## config.mk

```make
export PLATFORM = sky130hd
export DESIGN_NAME = dbl2word_cvt
export DESIGN_NICKNAME = d
export VERILOG_FILES = /design/src/rtl/dbl2word_pkg.sv /design/src/rtl/dbl2word_classify.sv /design/src/rtl/dbl2word_align.sv /design/src/rtl/dbl2word_round.sv /design/src/rtl/dbl2word_cvt.sv
export SDC_FILE = /design/constraint.sdc
export NUM_CORES = 1
export LEC_CHECK = 0
export BUFFER_PORTS_ARGS = -buffer_cell sky130_fd_sc_hd__buf_2
export CAP_MARGIN = 30
export CORE_ASPECT_RATIO = 2
export CORE_MARGIN = 2
export CORE_UTILIZATION = 45
export DETAILED_ROUTE_END_ITERATION = 10
export GPL_ROUTABILITY_DRIVEN = 0
export PLACE_DENSITY = 0.71
export SYNTH_ARGS = -nofsm -noshare
export SYNTH_HDL_FRONTEND = slang
export SYNTH_SLANG_ARGS = --single-unit
```

## constraint.sdc

```tcl
create_clock -name clk -period 1.83 [get_ports clk]
set_input_delay 0.0915 -clock clk [delete_from_list [all_inputs] [get_ports clk]]
set_output_delay 0.0915 -clock clk [all_outputs]
set_load 0.01 [all_outputs]
```

## src/rtl/dbl2word_pkg.sv

```systemverilog
package dbl2word_pkg;
  localparam int EXP_W        = 11;
  localparam int FRAC_W       = 52;
  localparam int OP_W         = 1 + EXP_W + FRAC_W;
  localparam int RES_W        = 32;
  localparam int SH_W         = $clog2(2 * RES_W) + 1;
  localparam int WIDE_W       = 2 * RES_W;
  localparam int EXP_LIM_INT  = 1054;
  localparam int EXP_LIM_FRAC = 1022;
  localparam int CALC_W       = EXP_W + 2;

  typedef enum logic [1:0] {
    RM_NEAREST = 2'b00,
    RM_TOZERO  = 2'b01,
    RM_UP      = 2'b10,
    RM_DOWN    = 2'b11
  } rmode_e;

  typedef enum logic [2:0] {
    CL_NAN, CL_INF, CL_DENORM, CL_NEG_UNS, CL_ZERO, CL_OVER, CL_NORMAL
  } class_e;

  typedef struct packed {
    logic [RES_W-1:0] res;
    logic             inv;
    logic             ovf;
    logic             guard;
    logic             sticky;
    logic             inexact;
  } result_t;

  function automatic logic [RES_W-1:0] sat_word(input logic is_signed, input logic neg);
    if (is_signed) return neg ? {1'b1, {(RES_W-1){1'b0}}} : {1'b0, {(RES_W-1){1'b1}}};
    return neg ? '0 : '1;
  endfunction
endpackage

```

## src/rtl/dbl2word_classify.sv

```systemverilog
module dbl2word_classify
  import dbl2word_pkg::*;
(
  input  logic [OP_W-1:0] op,
  input  logic            is_signed,
  input  logic            is_frac,
  output class_e          cls,
  output logic [SH_W-1:0] shamt
);
  logic              sgn;
  logic [EXP_W-1:0]  e;
  logic [FRAC_W-1:0] f;
  logic [CALC_W-1:0] lim, sh;
  logic              exact_min;

  assign sgn = op[OP_W-1];
  assign e   = op[OP_W-2 -: EXP_W];
  assign f   = op[FRAC_W-1:0];

  always_comb begin
    exact_min = (e == EXP_W'(EXP_LIM_INT)) && (f == '0) && sgn;
    if (is_frac) begin
      lim = CALC_W'(EXP_LIM_FRAC);
      sh  = CALC_W'(EXP_LIM_FRAC) - CALC_W'(e) + CALC_W'(is_signed);
    end else begin
      lim = CALC_W'(EXP_LIM_INT) - CALC_W'(is_signed && !exact_min);
      sh  = CALC_W'(EXP_LIM_INT) - CALC_W'(e);
    end
    shamt = (sh > CALC_W'(WIDE_W)) ? SH_W'(WIDE_W) : sh[SH_W-1:0];

    if (e == '1)                       cls = (f != '0) ? CL_NAN : CL_INF;
    else if (e == '0 && f != '0)       cls = CL_DENORM;
    else if (!is_signed && sgn)        cls = CL_NEG_UNS;
    else if (e == '0)                  cls = CL_ZERO;
    else if (CALC_W'(e) > lim)         cls = CL_OVER;
    else                               cls = CL_NORMAL;
  end
endmodule

```

## src/rtl/dbl2word_align.sv

```systemverilog
module dbl2word_align
  import dbl2word_pkg::*;
(
  input  logic [RES_W-1:0] mant,
  input  logic             g_in,
  input  logic             s_in,
  input  logic [SH_W-1:0]  shamt,
  output logic [RES_W-1:0] mag,
  output logic             guard,
  output logic             sticky
);
  logic [WIDE_W-1:0] wide, shifted, lost_mask;

  always_comb begin
    wide      = {mant, g_in, {(RES_W-1){1'b0}}};
    shifted   = wide >> shamt;
    lost_mask = (shamt >= SH_W'(WIDE_W)) ? '1 : ((WIDE_W'(1) << shamt) - WIDE_W'(1));
    mag       = shifted[WIDE_W-1 -: RES_W];
    guard     = shifted[RES_W-1];
    sticky    = s_in | (|shifted[RES_W-2:0]) | (|(wide & lost_mask));
  end
endmodule

```

## src/rtl/dbl2word_round.sv

```systemverilog
module dbl2word_round
  import dbl2word_pkg::*;
(
  input  logic [RES_W-1:0] mag,
  input  logic             guard,
  input  logic             sticky,
  input  logic             neg,
  input  logic             is_signed,
  input  logic             do_round,
  input  logic [1:0]       rmode,
  output logic [RES_W-1:0] res,
  output logic             sat
);
  logic           inc;
  logic [RES_W:0] sum, lim;

  always_comb begin
    inc = 1'b0;
    if (do_round) begin
      case (rmode_e'(rmode))
        RM_NEAREST: inc = guard & (sticky | mag[0]);
        RM_TOZERO:  inc = 1'b0;
        RM_UP:      inc = (guard | sticky) & ~neg;
        RM_DOWN:    inc = (guard | sticky) & neg;
        default:    inc = 1'b0;
      endcase
    end
    sum = {1'b0, mag} + (RES_W+1)'(inc);
    lim = {1'b0, sat_word(is_signed, 1'b0)} + (RES_W+1)'(is_signed & neg);
    sat = sum > lim;
    if (sat) sum = lim;
    res = (is_signed && neg) ? (~sum[RES_W-1:0] + RES_W'(1)) : sum[RES_W-1:0];
  end
endmodule

```

## src/rtl/dbl2word_cvt.sv

```systemverilog
module dbl2word_cvt
  import dbl2word_pkg::*;
(
  input  logic              clk,
  input  logic              rst_n,
  input  logic              in_valid,
  output logic              in_ready,
  input  logic [OP_W-1:0]   in_op,
  input  logic              in_signed,
  input  logic              in_frac,
  input  logic              in_round,
  input  logic [1:0]        in_rmode,
  input  logic              in_inx_en,
  output logic              out_valid,
  input  logic              out_ready,
  output logic [RES_W-1:0]  out_res,
  output logic              out_inv,
  output logic              out_ovf,
  output logic              out_guard,
  output logic              out_sticky,
  output logic              out_inexact
);
  class_e           cls;
  logic [SH_W-1:0]  shamt;
  logic [RES_W-1:0] mag, rnd_res;
  logic             a_guard, a_sticky, rnd_sat, neg, accept;
  result_t          nxt, cur;

  assign neg      = in_op[OP_W-1];
  assign in_ready = !out_valid || out_ready;
  assign accept   = in_valid && in_ready;

  dbl2word_classify u_cls (
    .op(in_op), .is_signed(in_signed), .is_frac(in_frac), .cls(cls), .shamt(shamt)
  );

  dbl2word_align u_align (
    .mant({1'b1, in_op[FRAC_W-1 -: RES_W-1]}),
    .g_in(in_op[FRAC_W-RES_W]),
    .s_in(|in_op[FRAC_W-RES_W-1:0]),
    .shamt(shamt), .mag(mag), .guard(a_guard), .sticky(a_sticky)
  );

  dbl2word_round u_round (
    .mag(mag), .guard(a_guard), .sticky(a_sticky), .neg(neg), .is_signed(in_signed),
    .do_round(in_round && !in_inx_en), .rmode(in_rmode), .res(rnd_res), .sat(rnd_sat)
  );

  always_comb begin
    nxt = '0;
    case (cls)
      CL_NAN:     nxt.inv = 1'b1;
      CL_INF:     begin nxt.inv = 1'b1; nxt.res = sat_word(in_signed, neg); end
      CL_DENORM:  nxt.inv = 1'b1;
      CL_NEG_UNS: nxt.ovf = 1'b1;
      CL_ZERO:    nxt = '0;
      CL_OVER:    begin nxt.ovf = 1'b1; nxt.res = sat_word(in_signed, neg && in_signed); end
      default: begin
        nxt.res     = rnd_res;
        nxt.ovf     = rnd_sat;
        nxt.guard   = a_guard;
        nxt.sticky  = a_sticky;
        nxt.inexact = a_guard | a_sticky;
      end
    endcase
  end

  always_ff @(posedge clk or negedge rst_n) begin
    if (!rst_n) begin
      out_valid <= 1'b0;
      cur       <= '0;
    end else begin
      if (in_ready) out_valid <= in_valid;
      if (accept)   cur       <= nxt;
    end
  end

  assign out_res     = cur.res;
  assign out_inv     = cur.inv;
  assign out_ovf     = cur.ovf;
  assign out_guard   = cur.guard;
  assign out_sticky  = cur.sticky;
  assign out_inexact = cur.inexact;

  AST_NAN_ZERO: assert property (@(posedge clk) disable iff (!rst_n)
    accept && cls == CL_NAN |=> out_res == '0 && out_inv && !out_ovf);
  AST_FLAG_EXCL: assert property (@(posedge clk) disable iff (!rst_n)
    out_valid |-> $onehot0({out_inv, out_ovf}));
  AST_UNS_NEG: assert property (@(posedge clk) disable iff (!rst_n)
    accept && cls == CL_NEG_UNS |=> out_res == '0 && out_ovf);
  AST_ZERO_QUIET: assert property (@(posedge clk) disable iff (!rst_n)
    accept && cls == CL_ZERO |=> out_res == '0 && !out_inv && !out_ovf && !out_inexact);
  AST_HOLD: assert property (@(posedge clk) disable iff (!rst_n)
    out_valid && !out_ready |=> out_valid && $stable(out_res) && $stable(out_ovf) && $stable(out_inexact));
  AST_FAR_SHIFT: assert property (@(posedge clk) disable iff (!rst_n)
    cls == CL_NORMAL && shamt > SH_W'(RES_W+1) |-> !a_guard && a_sticky && mag == '0);
endmodule

```

==> results.toml, run 1 <==
[clock_tree]
cts_inserted_buffers = 5
clockRootBuffer = "clkbuf_16"
clock-sinks = 38
cts_buffer_depth = 2
htreeDepth = 2

[floorplan]
die_w_um = 112
die_y_um = 220
floorplan.rows = 79
io_pins = 113
initial_core_util = 0.454

[global_route]
grt_max_degree = 39
grt_pass1_vias = 21200
globalRoute.totalOverflow = 359
grt_pass1_wl_um = 130000
grtUsageTotal = 0.649

[synthesis]
synth_cell_types = 95
synth_top_area_frac = 0.0906
synth_edf_count = 0
synth_nets = 1698
synth-main-ff-cell = "dfrtp_1"
synthArstFlopShare = 1.00
synthCells = 1570
yosysSeqAreaShare = 0.0906
yosys.area.top_type = "dfrtp_1"
synth_area_leaders = "dfrtp_1 9.1%, ha_1 6.4%, nand2_1 6.0%, nor2_1 5.7%, a21oi_1 5.5%"
syn_area_per_cell_um2 = 6.69
synth_area_mm2 = 0.0105
ys_warn_count = 0
ys_ff_latch = 38

[placement]
dp_hpwl_um = 47400
io_buffers = 112
dp_cells = 2533
place_area_mm2 = 0.0164

[status]
outcome = "stopped before the end"
lastStage = "global routing (5_1_grt)"
stop_error = "[ERROR GRT-0116] Global routing finished with congestion. Check the congestion regions in the DRC Viewer."
-- through the flow --
stage | TNS [ns] | util | hold slack [ns] | setup slack [ns]
2_1_floorplan | -260.41 | - | -0.204 | -8.18
3_3_place_gp | -273.75 | 0.711 | 0.215 | -8.32
3_5_place_dp | -280.86 | 0.711 | 0.227 | -8.54
4_1_cts | -249.20 | 0.765 | 0.0152 | -7.61
-- cell usage after synthesis (6+ instances only) --
master and instances:
nand2_1 169, nor2_1 160, a21oi_1 116, o21ai_0 96, nand3_1 86, clkbuf_1 73, nor3_1 56, ha_1 54
nand4_1 48, mux2i_1 39, xnor2_1 39, dfrtp_1 38, inv_1 34, nor4_1 34, a31oi_1 29, a21o_1 27
a211oi_1 25, o31ai_1 25, buf_2 24, xor2_1 21, nand2b_1 18, and2_1 17, o21a_1 17, or3_1 17
o211ai_1 16, and3_1 15, or4_1 14, a221oi_1 13, o2111ai_1 11, o22a_1 10, o22ai_1 10, a211o_1 9
mux2_2 9, o221ai_1 9, a2111oi_0 8, and4_1 8, buf_1 8, a2bb2oi_1 7, a31o_2 7, o311ai_0 7
or2_2 7, a32oi_1 6, nor4b_1 6
-- routing by layer --
layer  track usage  GRT overflow
met1         0.609             1
met2         0.876           236
met3         0.445             5
met4         0.680           117
met5         0.204             0
-- timing repair --
action	4_1_cts
hold buffers	1
pin swaps	99
setup buffers	57
endpoints found under the setup margin	37
endpoints found under the hold margin	38
gates resized for setup	147
-- kinds of logic after synthesis --
family,Yosys count,synth area share
muxes,51,0.0522
AOI/OAI and AO/OA,528,0.351
and+or+nand+nor,688,0.328
xor gates and xnor gates,62,0.0531
buffers and inverters,149,0.0612
DFF,38,0.0906
adders and majority gates,54,0.0643
==> inputs of run 2 (changes only) <==
Settings changed: CORE_ASPECT_RATIO 2 to unset, CORE_UTILIZATION 45 to 30, PLACE_DENSITY 0.71 to unset, PLACE_DENSITY_LB_ADDON set to 0.15.
Clock period 1.83 ns to 2.4 ns, I/O delays scaled along.
==> run 2 against run 1 <==
Compared with the run above:
- the flow now finishes, with violations (negative setup slack)
- synthesized cell count stayed put
- area after synthesis stayed put
==> results.toml, run 2 <==
[finish]
fillers = 3261
largest_reg_flops = 32
final_common_cell = "buf_4"
antennaDiodeCount = 0
syn_to_final_growth_pct = 86.5
drive_gt1_frac = 0.514
utilization = 0.567
layout_common_cells = "754 x buf_4, 155 x nand2_1, 136 x nor2_1"
nNetsFinal = 2518
instances_no_fill = 2846

[critical_path]
crit_required_ns = 2.56
crit_path_top_delay_cell = "or4_4"
crit_top_cell = "buf_4"
cp_num_buf_inv = 6
cp-end-kind = "register"
startpoint_type = "primary input"
cp_top_family = "compound AO/OA/AOI/OAI gates"
slowest_delay_ns = 0.51
cp.arrival_ns = 9.78
path_max_fanout = 9
setup.worst_path.class = "in2reg"

[floorplan]
initial_core_util = 0.304
floorplan.rows = 68
core_area_mm2 = 0.0345
die_w_um = 191
io_pins = 113
die_y_um = 191
design.die.area_mm2 = 0.0365

[detailed_routing]
via_count = 16700
detail-route-antenna-nets = 0
drc_errors = 0
vias_per_cell = 5.87
routed_wl_um = 60100
first_iter_violations = 1804
wl_per_cell_um = 21.1
drt_first_pass_iters = 8

[timing]
worst_pin_slew_ns = 0.885
finalCriticalPeriod_ns = 9.62
setup_viol = 36
fmax_mhz = 104
period_share = 4.01
fin_skew_ns = 0.0110
setup_ws_ns = -7.22
slew_headroom = 0.410
rsz0062_at_grt = "true"
hold_violations = 0
slew_violations = 0

[status]
violations = "negative setup slack"
outcome = "finished with violations"

[synthesis]
syn_area_per_cell_um2 = 6.69
yosys.area.top_type = "dfrtp_1"
synth_top_area_frac = 0.0906
netlist_top_cells_count = "169 x nand2_1, 160 x nor2_1, 116 x a21oi_1"
yosysSeqAreaShare = 0.0906
synth_cell_types = 95
synth_edf_count = 0
synth_area_leaders = "dfrtp_1 9.1%, ha_1 6.4%, nand2_1 6.0%, nor2_1 5.7%, a21oi_1 5.5%"
synth_nets = 1698
synth_area_mm2 = 0.0105
synth-main-ff-cell = "dfrtp_1"
ys_ff_latch = 38
synth_most_common_cell = "nand2_1"
ys_warn_count = 0
synthArstFlopShare = 1.00
synthCells = 1570

[global_route]
grt_max_degree = 39
globalRoute.totalOverflow = 0
antenna_found_initial = 1
grtUsageTotal = 0.312
grt_pass1_vias = 16100
grt_pass1_wl_um = 90400

[min_path]
min_path_type = "in2reg"

[power]
p_per_area_mw_per_mm2 = 292
ir_drop_mv = 0.533
leakage_nw = 8.86

[clock_tree]
clock-sinks = 38
cts_inserted_buffers = 5
cts_tree = "done"
worstSkewPairLatency_ns = 0.29
htreeDepth = 2
clockRootBuffer = "clkbuf_16"
clk_pin_slew_ns = 0.06
cts_buffer_depth = 2

[placement]
dp_cells = 2700
io_buffers = 112
pre_cts_ws_ns = -7.96
dp_hpwl_um = 45500

[run]
max-cap-violations = 0
[run 2: cell counts after synthesis]
No cell type changed its count.
[run 2: per-stage QoR]
stage	hold slack (ns)	setup TNS, ns	instance area, um2	power (mW)
floorplan	-0.176	-240.91	10800	2.38
global placement	0.274	-254.32	16700	4.13
detailed placement	0.279	-259.70	16700	4.15
CTS	0.0564	-225.14	18600	5.37
global route	0.0638	-244.18	19600	5.98
finish	0.0590	-232.40	19600	5.72
[run 2: power by group]
part	internal, mW	switching, mW	leakage, nW
sequential	0.745	0.0582	0.453
combinational	1.88	2.15	8.32
clock	0.598	0.286	0.0940
[run 2: worst paths after layout]
check | start | depth (start not counted) | end | slack [ns]
max | in_op[53] | 48 | out_res[29] | -7.22
min | in_valid | 2 | out_valid | 0.06
max reg2reg | out_valid | 8 | out_res[23] | 0.40
min reg2reg | out_sticky | 2 | out_sticky | 0.47
max in group asynchronous | rst_n | 2 | out_res[12] | 1.34
min in group asynchronous | rst_n | 2 | out_inv | 0.49
[run 2: repair_timing]
action / 4_1_cts / 5_1_grt
hold endpoints to repair: 38 / 0
hold buffers: 1 / 0
setup buffers: 106 / 37
pin swaps: 110 / 123
cloned: 4 / 1
endpoints found under the setup margin: 36 / 36
resized for setup: 194 / 174
[run 2: metal layers]
metal | GRT usage | routed length [um] | up-vias
li1 | - | - | 7696
met1 | 0.405 | 24900 | 7809
met2 | 0.508 | 26300 | 946
met3 | 0.0441 | 5210 | 265
met4 | 0.149 | 3590 | 0
met5 | 0 | 0 | -
[run 2: final cells by class]
type	instances	area (um2)	share of cell area
multi-input combinational	1386	10700	0.545
timing repair buffer	925	7060	0.360
sequential	38	951	0.0485
tap	455	569	0.0291
inverter	34	133	0.00677
clock buffer	5	125	0.00639
clock inverter	3	68.8	0.00351
[run 2: cell families (layout without fill, tap and decap cells)]
family,count (synthesis),after routing,share of synthesized area
XOR/XNOR,62,63,0.0531
adder cells (fa/ha/maj),54,54,0.0643
buffers and inverters,149,967,0.0612
AO/OA/AOI/OAI,528,530,0.351
multiplexers,51,51,0.0522
AND/OR/NAND/NOR,688,688,0.328
flip-flops,38,38,0.0906
No activity file was read; power rests on OpenSTA's default activity.
==> inputs of run 3 (changes only) <==
Settings changed: BUFFER_PORTS_ARGS -buffer_cell sky130_fd_sc_hd__buf_2 to -buffer_cell sky130_fd_sc_hd__buf_4.
==> run 3 against run 2 <==
Compared with the run above:
- the flow still finishes with violations (negative setup slack)
- total power decreased by 4.6%
- clock power decreased by 13%
- clock skew decreased by 0.0059 ns
- sequential share of layout area increased by 0.19 points
- maximum frequency increased by 2.7%
- setup slack improved by 0.25 ns
- flip-flop and latch count unchanged
- critical path type unchanged
- die area unchanged
- utilization decreased by 2.1 points
- largest power group unchanged
- critical path depth increased by 2
- non-clock buffer count decreased by 66
==> results.toml, run 3 (synthesized netlist as in run 2, its figures left out) <==
[detailed_routing]
drt_first_pass_iters = 8
wl_per_cell_um = 21.1
vias_per_cell = 5.94
routed_wl_um = 58600
drc_errors = 0
via_count = 16500
first_iter_violations = 1918
detail-route-antenna-nets = 0

[critical_path]
cp.arrival_ns = 9.53
slowest_delay_ns = 0.56
startpoint_type = "primary input"
path_max_fanout = 8
crit_top_cell = "a21o_1"
r2r_setup_slack_ns = 0.44
crit_path_top_delay_cell = "or4_4"
setup.worst_path.class = "in2reg"
crit_required_ns = 2.57
cp-end-kind = "register"

[clock_tree]
cts_buffer_depth = 2
clock-sinks = 38
cts_inserted_buffers = 5
clockRootBuffer = "clkbuf_16"
cts_tree = "done"
clk_pin_slew_ns = 0.06
htreeDepth = 2
worstSkewPairLatency_ns = 0.28

[finish]
final-seq-area_um2 = 951
final_common_cell = "buf_4"
drive_gt1_frac = 0.476
layout_common_cells = "809 x buf_4, 162 x nand2_1, 139 x nor2_1"
multiInputGateArea_mm2 = 0.0102
syn_to_final_growth_pct = 79.6
antennaDiodeCount = 0
fillers = 3323
nNetsFinal = 2449
largest_reg_flops = 32

[timing]
holdWs_ns = 0.0377
slew_headroom = 0.494
setup_ws_ns = -6.97
finalCriticalPeriod_ns = 9.37
slew_violations = 0
setup_viol = 36
hold_violations = 0
rsz0062_at_grt = "true"
fin_skew_ns = 0.00505
fmax_mhz = 107
worst_pin_slew_ns = 0.740
period_share = 3.90

[status]
violations = "negative setup slack"
outcome = "finished with violations"

[run]
max-cap-violations = 0

[floorplan]
design.die.area_mm2 = 0.0365
die_y_um = 191
io_pins = 113
core_area_mm2 = 0.0345
floorplan.rows = 68
initial_core_util = 0.304
die_w_um = 191

[global_route]
grt_pass1_wl_um = 90800
grt_max_degree = 43
busiest_layer = "met2"
use_met3 = 0.0444
use_met2 = 0.516
grtUsageTotal = 0.313
grt_use_met1 = 0.414
antenna_found_initial = 0
globalRoute.totalOverflow = 0
grt_pass1_vias = 16000

[power]
leakage_nw = 8.46
p_per_area_mw_per_mm2 = 289
finalPower_mw = 5.45
ir_drop_mv = 0.698

[min_path]
min_path_type = "in2reg"

[placement]
pre_cts_ws_ns = -7.81
dp_hpwl_um = 46100
io_buffers = 112
==> run 3: repair_timing <==
action	in CTS	in global routing
gates resized for setup	158	117
hold buffers	1	0
cloned	1	0
buffers inserted	55	23
pin swaps	86	73
endpoints found under the hold margin	38	0
setup endpoints to repair	36	36
==> run 3: path summary, 6_finish.rpt <==
check | from | to | cells past startpoint
worst max-delay path | in_op[53] | out_res[24] | 50
worst min-delay path | in_valid | out_valid | 2
worst max register to register | out_valid | out_res[27] | 8
worst min register to register | out_inv | out_inv | 2
max in group asynchronous | rst_n | out_res[9] | 2
min in group asynchronous | rst_n | out_inexact | 2
==> run 3: power by group <==
| group | internal, mW | switching (mW) | total (mW) | leakage [nW] |
|---|---|---|---|---|
| logic | 1.83 | 2.04 | 3.87 | 7.93 |
| clock network | 0.513 | 0.257 | 0.770 | 0.0829 |
| registers | 0.746 | 0.0658 | 0.812 | 0.453 |
| total | 3.09 | 2.36 | 5.45 | 8.46 |
==> run 3: stage by stage <==
stage / setup TNS, ns / cells / area, um2 / utilization
floorplan: -240.91 / 1570 / 10800 / -
global placement: -250.47 / 2696 / 16900 / 0.489
detailed placement: -253.36 / 2696 / 16900 / 0.489
CTS: -221.98 / 2758 / 18200 / 0.526
global route: -238.57 / 2776 / 18900 / 0.546
finish: -226.50 / 2776 / 18900 / 0.546
==> run 3: critical path: cells and delay by family <==
family,cells,cell delay [ns]
AND/OR/NAND/NOR,18,4.27
adder cells (fa/ha/maj),4,0.79
multiplexers,1,0.17
buffers and inverters,7,0.95
AO/OA/AOI/OAI,20,3.21
==> run 3: area by class of cell <==
| cell class | instances | share of cell area |
|---|---|---|
| clock inverters | 1 | 0.00159 |
| well taps | 455 | 0.0302 |
| repair buffers | 859 | 0.362 |
| flip-flops and latches | 38 | 0.0504 |
| clock buffers | 6 | 0.00737 |
| inverters | 34 | 0.00703 |
| multi-input cells | 1383 | 0.542 |
==> run 3: routing by layer <==
layer | vias up | wire (um)
met3 | 215 | 5040
met4 | 0 | 2620
li1 | 7549 | -
met1 | 7786 | 24500
met2 | 936 | 26400
met5 | - | 0
